<file path="src/rtl/llm_pkg.sv">
package llm_pkg;
  // Strobes from the control to the window datapath
  typedef struct packed {
    logic start;    // open a window on this (mark) sample
    logic advance;  // count this sample into the open window
  } winCtl_t;

  typedef enum logic [1:0] {
    FMT_SINGLE   = 2'd0,
    FMT_DUAL_NRZ = 2'd1,
    FMT_DUAL_RZ  = 2'd2,
    FMT_OTHER    = 2'd3
  } fmt_e;
endpackage

</file>
<file path="src/rtl/llm_datapath.sv">
module llm_datapath import llm_pkg::*; #(
  parameter int T1_DECL_SHORT = 175,
  parameter int T1_DECL_LONG  = 1544,
  parameter int E1_DECL_SHORT = 32,
  parameter int E1_DECL_LONG  = 2048,
  parameter int T1_WIN        = 175,
  parameter int E1_WIN        = 32,
  parameter int T1_ZCAP       = 100,
  parameter int E1_ZCAP       = 16
) (
  input  logic    clk,
  input  logic    rstN,
  input  logic    en,
  input  logic    sampleEn,
  input  logic    mark,
  input  logic    lineE1,
  input  logic    critSel,
  input  winCtl_t ctl,
  output logic    zeroHitN,
  output logic    zeroBreak,
  output logic    winLast,
  output logic    densityOk
);
  localparam int MAXD1 = (T1_DECL_SHORT > T1_DECL_LONG) ? T1_DECL_SHORT : T1_DECL_LONG;
  localparam int MAXD2 = (E1_DECL_SHORT > E1_DECL_LONG) ? E1_DECL_SHORT : E1_DECL_LONG;
  localparam int MAXD  = (MAXD1 > MAXD2) ? MAXD1 : MAXD2;
  localparam int ZW    = $clog2(MAXD + 1);
  localparam int ZW1   = ZW + 1;
  localparam int MAXW  = (T1_WIN > E1_WIN) ? T1_WIN : E1_WIN;
  localparam int WW    = $clog2(MAXW + 1);
  localparam int T1_NEED = (T1_WIN + 7) / 8;
  localparam int E1_NEED = (E1_WIN + 7) / 8;

  logic [ZW-1:0]  zeroRun;
  logic [ZW1-1:0] zeroNext, declLimit, zeroCap;
  logic [WW-1:0]  winCnt, markCnt, winLen, needMarks, markNext;

  always_comb begin
    unique case ({lineE1, critSel})
      2'b00:   declLimit = ZW1'(T1_DECL_SHORT);
      2'b01:   declLimit = ZW1'(T1_DECL_LONG);
      2'b10:   declLimit = ZW1'(E1_DECL_SHORT);
      default: declLimit = ZW1'(E1_DECL_LONG);
    endcase
    zeroCap   = lineE1 ? ZW1'(E1_ZCAP) : ZW1'(T1_ZCAP);
    winLen    = lineE1 ? WW'(E1_WIN)   : WW'(T1_WIN);
    needMarks = lineE1 ? WW'(E1_NEED)  : WW'(T1_NEED);
    zeroNext  = {1'b0, zeroRun} + ZW1'(1);
    markNext  = markCnt + WW'(mark);
    zeroHitN  = !mark && (zeroNext >= declLimit);
    zeroBreak = !mark && (zeroNext >= zeroCap);
    winLast   = (winCnt + WW'(1)) == winLen;
    densityOk = markNext >= needMarks;
  end

  // Consecutive-zero counter shared by declare and zero-run cap
  always_ff @(posedge clk or negedge rstN) begin
    if (!rstN)              zeroRun <= '0;
    else if (!en)           zeroRun <= '0;
    else if (sampleEn) begin
      if (mark)             zeroRun <= '0;
      else if (zeroRun != '1) zeroRun <= zeroRun + ZW'(1);
    end
  end

  always_ff @(posedge clk or negedge rstN) begin
    if (!rstN) begin
      winCnt  <= '0;
      markCnt <= '0;
    end else if (!en) begin
      winCnt  <= '0;
      markCnt <= '0;
    end else if (ctl.start) begin
      winCnt  <= WW'(1);
      markCnt <= WW'(1);
    end else if (ctl.advance) begin
      winCnt  <= winCnt + WW'(1);
      markCnt <= markNext;
    end
  end


  win_bound_chk: assert property (@(posedge clk) disable iff (!rstN)
    winCnt <= WW'(MAXW));


  idle_counters_chk: assert property (@(posedge clk) disable iff (!rstN)
    !en |=> (zeroRun == '0) && (winCnt == '0));
endmodule

</file>
<file path="src/rtl/llm_control.sv">
module llm_control import llm_pkg::*; (
  input  logic    clk,
  input  logic    rstN,
  input  logic    en,
  input  logic    sampleEn,
  input  logic    mark,
  input  logic    zeroHitN,
  input  logic    zeroBreak,
  input  logic    winLast,
  input  logic    densityOk,
  input  logic    edgeAny,
  input  logic    intMask,
  input  logic    intClr,
  output winCtl_t ctl,
  output logic    lost,
  output logic    losEvent,
  output logic    intStatus,
  output logic    intOut
);
  logic winActive, lostPrev, sample, setEv;

  always_comb begin
    sample      = en && sampleEn;
    ctl.start   = sample && lost && !winActive && mark;
    ctl.advance = sample && lost && winActive;
    setEv       = edgeAny ? (lost != lostPrev) : (lost && !lostPrev);
    intOut      = intStatus && !intMask;
  end

  always_ff @(posedge clk or negedge rstN) begin
    if (!rstN) begin
      lost      <= 1'b0;
      winActive <= 1'b0;
      losEvent  <= 1'b0;
    end else begin
      losEvent <= 1'b0;
      if (!en) begin
        lost      <= 1'b0;
        winActive <= 1'b0;
      end else if (sample) begin
        if (!lost) begin
          winActive <= 1'b0;
          if (zeroHitN) begin
            lost     <= 1'b1;
            losEvent <= 1'b1;
          end
        end else if (!winActive) begin
          if (mark) winActive <= 1'b1;
        end else if (zeroBreak) begin
          winActive <= 1'b0;
        end else if (winLast) begin
          winActive <= 1'b0;
          if (densityOk) lost <= 1'b0;
        end
      end
    end
  end

  always_ff @(posedge clk or negedge rstN) begin
    if (!rstN) begin
      lostPrev  <= 1'b0;
      intStatus <= 1'b0;
    end else begin
      lostPrev <= lost;
      if (setEv)       intStatus <= 1'b1;
      else if (intClr) intStatus <= 1'b0;
    end
  end


  evt_single_chk: assert property (@(posedge clk) disable iff (!rstN)
    losEvent |=> !losEvent);


  evt_with_status_chk: assert property (@(posedge clk) disable iff (!rstN)
    losEvent |-> lost);


  disabled_idle_chk: assert property (@(posedge clk) disable iff (!rstN)
    !en |=> !lost);


  clear_cause_chk: assert property (@(posedge clk) disable iff (!rstN)
    ($fell(lost) && $past(en)) |-> $past(winLast && densityOk && winActive));


  set_wins_chk: assert property (@(posedge clk) disable iff (!rstN)
    (lost && !lostPrev) |=> intStatus);
endmodule

</file>
<file path="src/rtl/line_los_monitor.sv">
module line_los_monitor import llm_pkg::*; #(
  parameter int T1_DECL_SHORT = 175,
  parameter int T1_DECL_LONG  = 1544,
  parameter int E1_DECL_SHORT = 32,
  parameter int E1_DECL_LONG  = 2048,
  parameter int T1_WIN        = 175,
  parameter int E1_WIN        = 32,
  parameter int T1_ZCAP       = 100,
  parameter int E1_ZCAP       = 16
) (
  input  logic       clk,
  input  logic       rstN,
  input  logic       sampleEn,
  input  logic       posRail,
  input  logic       negRail,
  input  logic [1:0] fmtSel,
  input  logic       lineE1,
  input  logic       critSel,
  input  logic       edgeAny,
  input  logic       intMask,
  input  logic       intClr,
  output logic       losStatus,
  output logic       intStatus,
  output logic       intOut,
  output logic       losEvent
);
  logic    en, mark, zeroHitN, zeroBreak, winLast, densityOk;
  winCtl_t ctl;

  assign en   = (fmtSel == FMT_DUAL_NRZ) || (fmtSel == FMT_DUAL_RZ);
  assign mark = posRail || negRail;

  llm_datapath #(
    .T1_DECL_SHORT(T1_DECL_SHORT), .T1_DECL_LONG(T1_DECL_LONG),
    .E1_DECL_SHORT(E1_DECL_SHORT), .E1_DECL_LONG(E1_DECL_LONG),
    .T1_WIN(T1_WIN), .E1_WIN(E1_WIN), .T1_ZCAP(T1_ZCAP), .E1_ZCAP(E1_ZCAP)
  ) u_dp (
    .clk(clk), .rstN(rstN), .en(en), .sampleEn(sampleEn), .mark(mark),
    .lineE1(lineE1), .critSel(critSel), .ctl(ctl),
    .zeroHitN(zeroHitN), .zeroBreak(zeroBreak), .winLast(winLast),
    .densityOk(densityOk)
  );

  llm_control u_ctl (
    .clk(clk), .rstN(rstN), .en(en), .sampleEn(sampleEn), .mark(mark),
    .zeroHitN(zeroHitN), .zeroBreak(zeroBreak), .winLast(winLast),
    .densityOk(densityOk), .edgeAny(edgeAny), .intMask(intMask),
    .intClr(intClr), .ctl(ctl), .lost(losStatus), .losEvent(losEvent),
    .intStatus(intStatus), .intOut(intOut)
  );
endmodule

</file>
<file path="config.mk">
export PLATFORM = sky130hd
export DESIGN_NAME = line_los_monitor
export DESIGN_NICKNAME = d
export VERILOG_FILES = /design/src/rtl/llm_pkg.sv /design/src/rtl/llm_datapath.sv /design/src/rtl/llm_control.sv /design/src/rtl/line_los_monitor.sv
export SDC_FILE = /design/constraint.sdc
export NUM_CORES = 1
export LEC_CHECK = 0
export ABC_CLOCK_PERIOD_IN_PS = 3700
export CORE_ASPECT_RATIO = 1.1
export CORE_MARGIN = 2
export CORE_UTILIZATION = 30
export DETAILED_ROUTE_END_ITERATION = 6
export SLEW_MARGIN = 10
export SYNTH_ARGS = -nofsm -noshare
export SYNTH_HDL_FRONTEND = slang
export SYNTH_HIERARCHICAL = 1
export SYNTH_SLANG_ARGS = --single-unit
</file>
<file path="constraint.sdc">
create_clock -name clk -period 3.7 [get_ports clk]
set_input_delay 1.11 -clock clk [delete_from_list [all_inputs] [get_ports clk]]
set_output_delay 1.11 -clock clk [all_outputs]
set_load 0.05 [all_outputs]
</file>
Word-level counts from Yosys, hierarchy flattened --
Cells that the tools add are included.
Operators by class: add/sub/neg operators 4, multiplexer cells 35, order comparisons 3, reduce and logical (&&, ||, !) cells 18, equal/unequal tests 11
Operators by type and width (number):
- $mux 8 | 7
- $mux 12 | 4
- $pmux 12 s3 | 1
- $mux 1 | 21
- $add 12x1->13 const B | 1
- $ge 13x12->1 | 1
- $ge 13x13->1 | 1
- $add 12x1->12 const B | 1
- $ne 12x12->1 const B | 1
- $logic_and 1x1->1 | 9
- $add 8x1->8 | 1
- $add 8x1->8 const B | 1
- $eq 8x8->1 | 1
- $ge 8x8->1 | 1
- $mux 7 | 1
- $ne 3x3->1 const B | 2
- $mux 5 | 1
- $eq 2x1->1 const B | 2
- $eq 2x2->1 const B | 2
- $logic_not 1->1 | 4
- $ne 2x2->1 const B | 2
- $logic_not 2->1 | 1
- $logic_or 1x1->1 | 2
- $reduce_and 2->1 | 1
- other kinds (2) | 2
Word-level totals: word-level logic and storage cells 79, register bits 33

Depth between registers and ports, before layout --
word-level depth 10, depth in mapped cells 14, gate-level depth less buffers 14

Hierarchy --
The synthesis kept the hierarchy.
Modules (own cells, without submodules):
- llm_datapath | cells each 264, instances 1, sequential area each 700.7 um^2, area an instance 2184.6 um^2
- llm_control | cells each 27, instances 1, sequential area each 125.1 um^2, area an instance 242.7 um^2
- line_los_monitor | cells each 2, instances 1, sequential area each 0.0 um^2, area an instance 15.0 um^2

Worst setup path after synthesis --
No wires, ideal clock.
path type input to register, start point in negRail, end point reg u_ctl.lost, stages 13, arrival 3.127 ns, setup slack 0.494 ns, cells stage by stage or2_1 ha_1 ha_1 inv_1 ha_1 a21boi_0 o22ai_1 a21o_1 a21oi_1 o21ai_0 nand2_1 nor3_1 o21bai_1
On the way: cells in the longest elaborated chain, start to end 10, elaborated cells between the ends (all ways) 14
RTL lines:
- start: declaration | RTL line line_los_monitor.sv:15 | input logic negRail,
- $logic_or 1x1->1 | RTL line line_los_monitor.sv:31 | assign mark = posRail || negRail;
- $add 8x1->8 | RTL line llm_datapath.sv:49 | markNext = markCnt + WW'(mark);
- $ge 8x8->1 | RTL line llm_datapath.sv:53 | densityOk = markNext >= needMarks;
- named net densityOk | RTL line line_los_monitor.sv:27 | logic en, mark, zeroHitN, zeroBreak, winLast, densityOk;
- $mux 1 | RTL line llm_control.sv:53 | if (densityOk) lost <= 1'b0;
- $mux 1 | RTL line llm_control.sv:51 | end else if (winLast) begin
- $mux 1 | RTL line llm_control.sv:49 | end else if (zeroBreak) begin
- $mux 1 | RTL line llm_control.sv:47 | end else if (!winActive) begin
- $mux 1 | RTL line llm_control.sv:41 | if (!lost) begin
- $mux 1 | RTL line llm_control.sv:40 | end else if (sample) begin
- $mux 1 | RTL line llm_control.sv:37 | if (!en) begin
- end signal: assignment | RTL line llm_control.sv:38 | lost <= 1'b0;
- end signal: assignment | RTL line llm_control.sv:44 | lost <= 1'b1;
- end signal: assignment | RTL line llm_control.sv:53
- end: declaration | RTL line llm_control.sv:15 | output logic lost,
The timed path passes the listed nets, and every way through them passes these cells. The select of a mux whose other input is x is not followed. A chain may end at the register's enable or synchronous reset.

Worst setup path in the final report --
start point in negRail, end point reg u_ctl.lost
On the way: cells in the longest elaborated chain, start to end 10, elaborated cells between the ends (all ways) 14
RTL lines (RTL line):
- $logic_or 1x1->1 | line_los_monitor.sv:31
- named net mark | line_los_monitor.sv:27
- $add 8x1->8 | llm_datapath.sv:49
- $ge 8x8->1 | llm_datapath.sv:53
- named net densityOk | line_los_monitor.sv:27
- $mux 1 | llm_control.sv:53
- $mux 1 | llm_control.sv:51
- $mux 1 | llm_control.sv:49
- $mux 1 | llm_control.sv:47
- $mux 1 | llm_control.sv:41
- $mux 1 | llm_control.sv:40
- $mux 1 | llm_control.sv:37
The timed path passes the listed nets, and every way through them passes these cells. The select of a mux whose other input is x is not followed.

==> impl_metrics.json <==
{
  "worst_slew_pin_slew_ns": 0.5847,
  "worstHoldPathType": "flip-flop to flip-flop",
  "route.vias.total": 2072,
  "yosysSeqAreaShare_pct": 33.81,
  "rows": 34,
  "yosysWarnings": 6,
  "postSynth.asyncResetShare_pct": 100.0,
  "cp.required_ns": 3.91,
  "worst_setup_path_end_kind": "flip-flop",
  "area_growth_pct": 14.96,
  "r2r_cells": 13,
  "p_int_mw": 0.5449,
  "leakagePower_nw": 1.298,
  "worst_ir_drop_vdd_mv": 0.1109,
  "synth_cells": 293,
  "timing.final.ws_setup_ns": 0.1929,
  "placed_cells": 410,
  "tns_ns": 0,
  "ant_nets": 0,
  "drt-initial-drc-count": 65,
  "avgSynthCellArea_um2": 8.336,
  "wl_per_cell_um": 12.99,
  "num_io_pins": 16,
  "cts_buffer_depth": 2,
  "cts_hold_buf": 0,
  "cts_made_buffers": 5,
  "cts_resized": 0,
  "layout_commonest_cell": "nand2_1",
  "drc_errors": 0,
  "worstSetupStartpoint": "negRail",
  "ys_top_cells_by_area": "dfrtp_1, ha_1, xor2_1, nand2_1, nor2_1",
  "switching_share_pct": 25.37,
  "path_class": "input pin to flip-flop",
  "synth-edff-count": 0,
  "grt_max_degree": 34,
  "final_core_util_pct": 35.48,
  "syn_nets": 324,
  "die_y_um": 98.63,
  "synth_area_um2": 2442,
  "dieArea_um2": 8880,
  "p_clk_share_pct": 38.2,
  "nets": 340,
  "comb_power_share_pct": 11.8,
  "place_hpwl_mm": 3.950,
  "drive_gt1_share_pct": 6.472,
  "grt_pass1_vias": 1951,
  "synth_cell_types": 49,
  "antenna_found_initial": 0,
  "numPortBuffers": 15,
  "outcome": "completed",
  "setup_viol": 0,
  "die_w_um": 90.03,
  "dpl_worst_slack_ns": -0.07112,
  "tritoncts": "built",
  "power_density_nw_per_um2": 260.0,
  "grt-busiest-layer": "met2",
  "wl_mm": 5.418,
  "met2_usage_pct": 22.27,
  "met1_usage_pct": 15.67,
  "synth_top_cell_area_share_pct": 33.81,
  "regToRegStartpoint": "u_dp/zeroRun[3]",
  "period_needed_ns": 3.507,
  "fmax_mhz": 285.1,
  "fin_cells": 417,
  "cts_root_buf": "clkbuf_8",
  "met3_usage_pct": 2.982,
  "final_cell_mix": "nand2_1, dfrtp_1, nor2_1",
  "ys.flop_type": "dfrtp_1",
  "routabilityCongestion": 0.8540,
  "routed_via_density": 4.969,
  "initial_core_util_pct": 30.87,
  "maxCapViolations": 0,
  "rsz0062_at_grt": "no",
  "regToRegSetupSlack_ns": 0.69,
  "endpoint": "u_ctl/lost",
  "grt_usage_pct": 12.68,
  "fin_area_um2": 2808,
  "yosys.area.top_type": "dfrtp_1",
  "gr-total-overflow": 0,
  "hold_viol": 0,
  "cts-htree-levels": 2,
  "yosys_register_bits": 33,
  "diodes": 0,
  "clk_pin_slew_ns": 0.07,
  "core-area_um2": 7913,
  "sequentialPowerShare_pct": 49.9,
  "fin_skew_ns": 0.004379,
  "fill_cells": 847,
  "relSlewSlack_pct": 61.02,
  "grt_pass1_wl_mm": 9.232,
  "p_switching_mw": 0.1852,
  "crit_path_max_fanout": 3,
  "post_cts.repair.setup_buffers": 0,
  "post-route-period-util_pct": 94.79,
  "start_kind": "input pin",
  "cts_sinks": 33,
  "clk-insertion-delay-late_ns": 0.28,
  "placed_area_um2": 2721,
  "critical_path_arrival_ns": 3.71,
  "slew_viol_final": 0,
  "first_pass_iters": 4,
  "r2r-end": "u_ctl/lost"
}
==> area by class of cell <==
| cell class | instances | area (um^2) | share of cell area [%] |
|---|---|---|---|
| Clock buffer | 7 | 86.33 | 3.075 |
| Inverter | 13 | 48.80 | 1.738 |
| Multi-Input combinational cell | 232 | 1496 | 53.30 |
| Sequential cell | 33 | 825.8 | 29.41 |
| Tap cell | 108 | 135.1 | 4.813 |
| Timing Repair Buffer | 24 | 215.2 | 7.665 |
==> registers in the layout, summed over array words and instances (netlist names) <==
signal	count
u_ctl/losEvent	1
u_ctl/lost	1
u_ctl/intStatus	1
u_dp/markCnt	8
u_ctl/lostPrev	1
u_dp/zeroRun	12
u_dp/winCnt	8
u_ctl/winActive	1
==> critical path, cell delays in order <==
cell             delay, ns
clkdlybuf4s50_1       0.39
or2_1                 0.25
ha_1                  0.24
ha_1                  0.29
inv_1                 0.04
ha_1                  0.26
a21boi_0              0.27
o22ai_1               0.14
a21o_1                0.19
a21oi_1               0.14
o21ai_0               0.12
nand2_1               0.09
nor3_1                0.04
o21bai_1              0.13
==> metrics by stage <==
step	hold WS (ns)	power, mW
floorplan	0.4976	0.4172
global placement	0.5328	0.4584
detailed placement	0.5277	0.4587
CTS	0.5453	0.7457
global route	0.5813	0.7670
finish	0.5432	0.7301
==> metal layers <==
layer | routed length [um] | up-vias | share of wire (%)
li1 | - | 1062 | -
met1 | 2525 | 978 | 47
met2 | 2707 | 28 | 50
met3 | 153 | 4 | 2.8
met4 | 31 | 0 | 0.57
met5 | 0 | - | 0
==> cell families (layout without fill, tap and decap cells) <==
logic type,count (synthesis),in the layout,synth area share [%]
buf+inv,28,44,4.918
xor+xnor,29,29,10.40
simple gates,126,126,25.41
fa+ha+maj,19,19,9.734
mux,2,2,0.8197
compound gates,56,56,14.91
flops,33,33,33.81
==> cells in the mapped netlist (all sizes together) (4+ instances only) <==
master / count
nand4: 8
nor2: 29
nand2b: 5
xnor2: 8
a21oi: 11
nand2: 39
buf: 4
ha: 19
nor3: 6
o21ai: 18
clkbuf: 11
nor2b: 5
and3: 9
nand3: 10
inv: 13
dfrtp: 33
xor2: 21
==> worst min path at each step <==
| stage | startpoint | end | slack, ns | cells after the start |
|---|---|---|---|---|
| 2_1_floorplan | u_dp/zeroRun[9] | u_dp/zeroRun[9] | 0.50 | 2 |
| 3_3_place_gp | u_dp/zeroRun[4] | u_dp/zeroRun[4] | 0.53 | 1 |
| 3_5_place_dp | u_dp/zeroRun[4] | u_dp/zeroRun[4] | 0.53 | 1 |
| 4_1_cts | u_dp/zeroRun[4] | u_dp/zeroRun[4] | 0.55 | 1 |
| 5_1_grt | u_ctl/lost | u_ctl/lostPrev | 0.58 | 0 |
| 6_report | u_dp/zeroRun[4] | u_dp/zeroRun[4] | 0.54 | 1 |
==> power by group through the flow <==
stage	combinational, mW	sequential, mW	clock, mW
final	0.0865	0.365	0.279
after global routing	0.0963	0.365	0.306
after CTS	0.0879	0.365	0.293
after detailed placement	0.0872	0.372	0
after global placement	0.0868	0.372	0
after floorplan	0.0415	0.376	0
No activity file was read; power rests on OpenSTA's default activity.
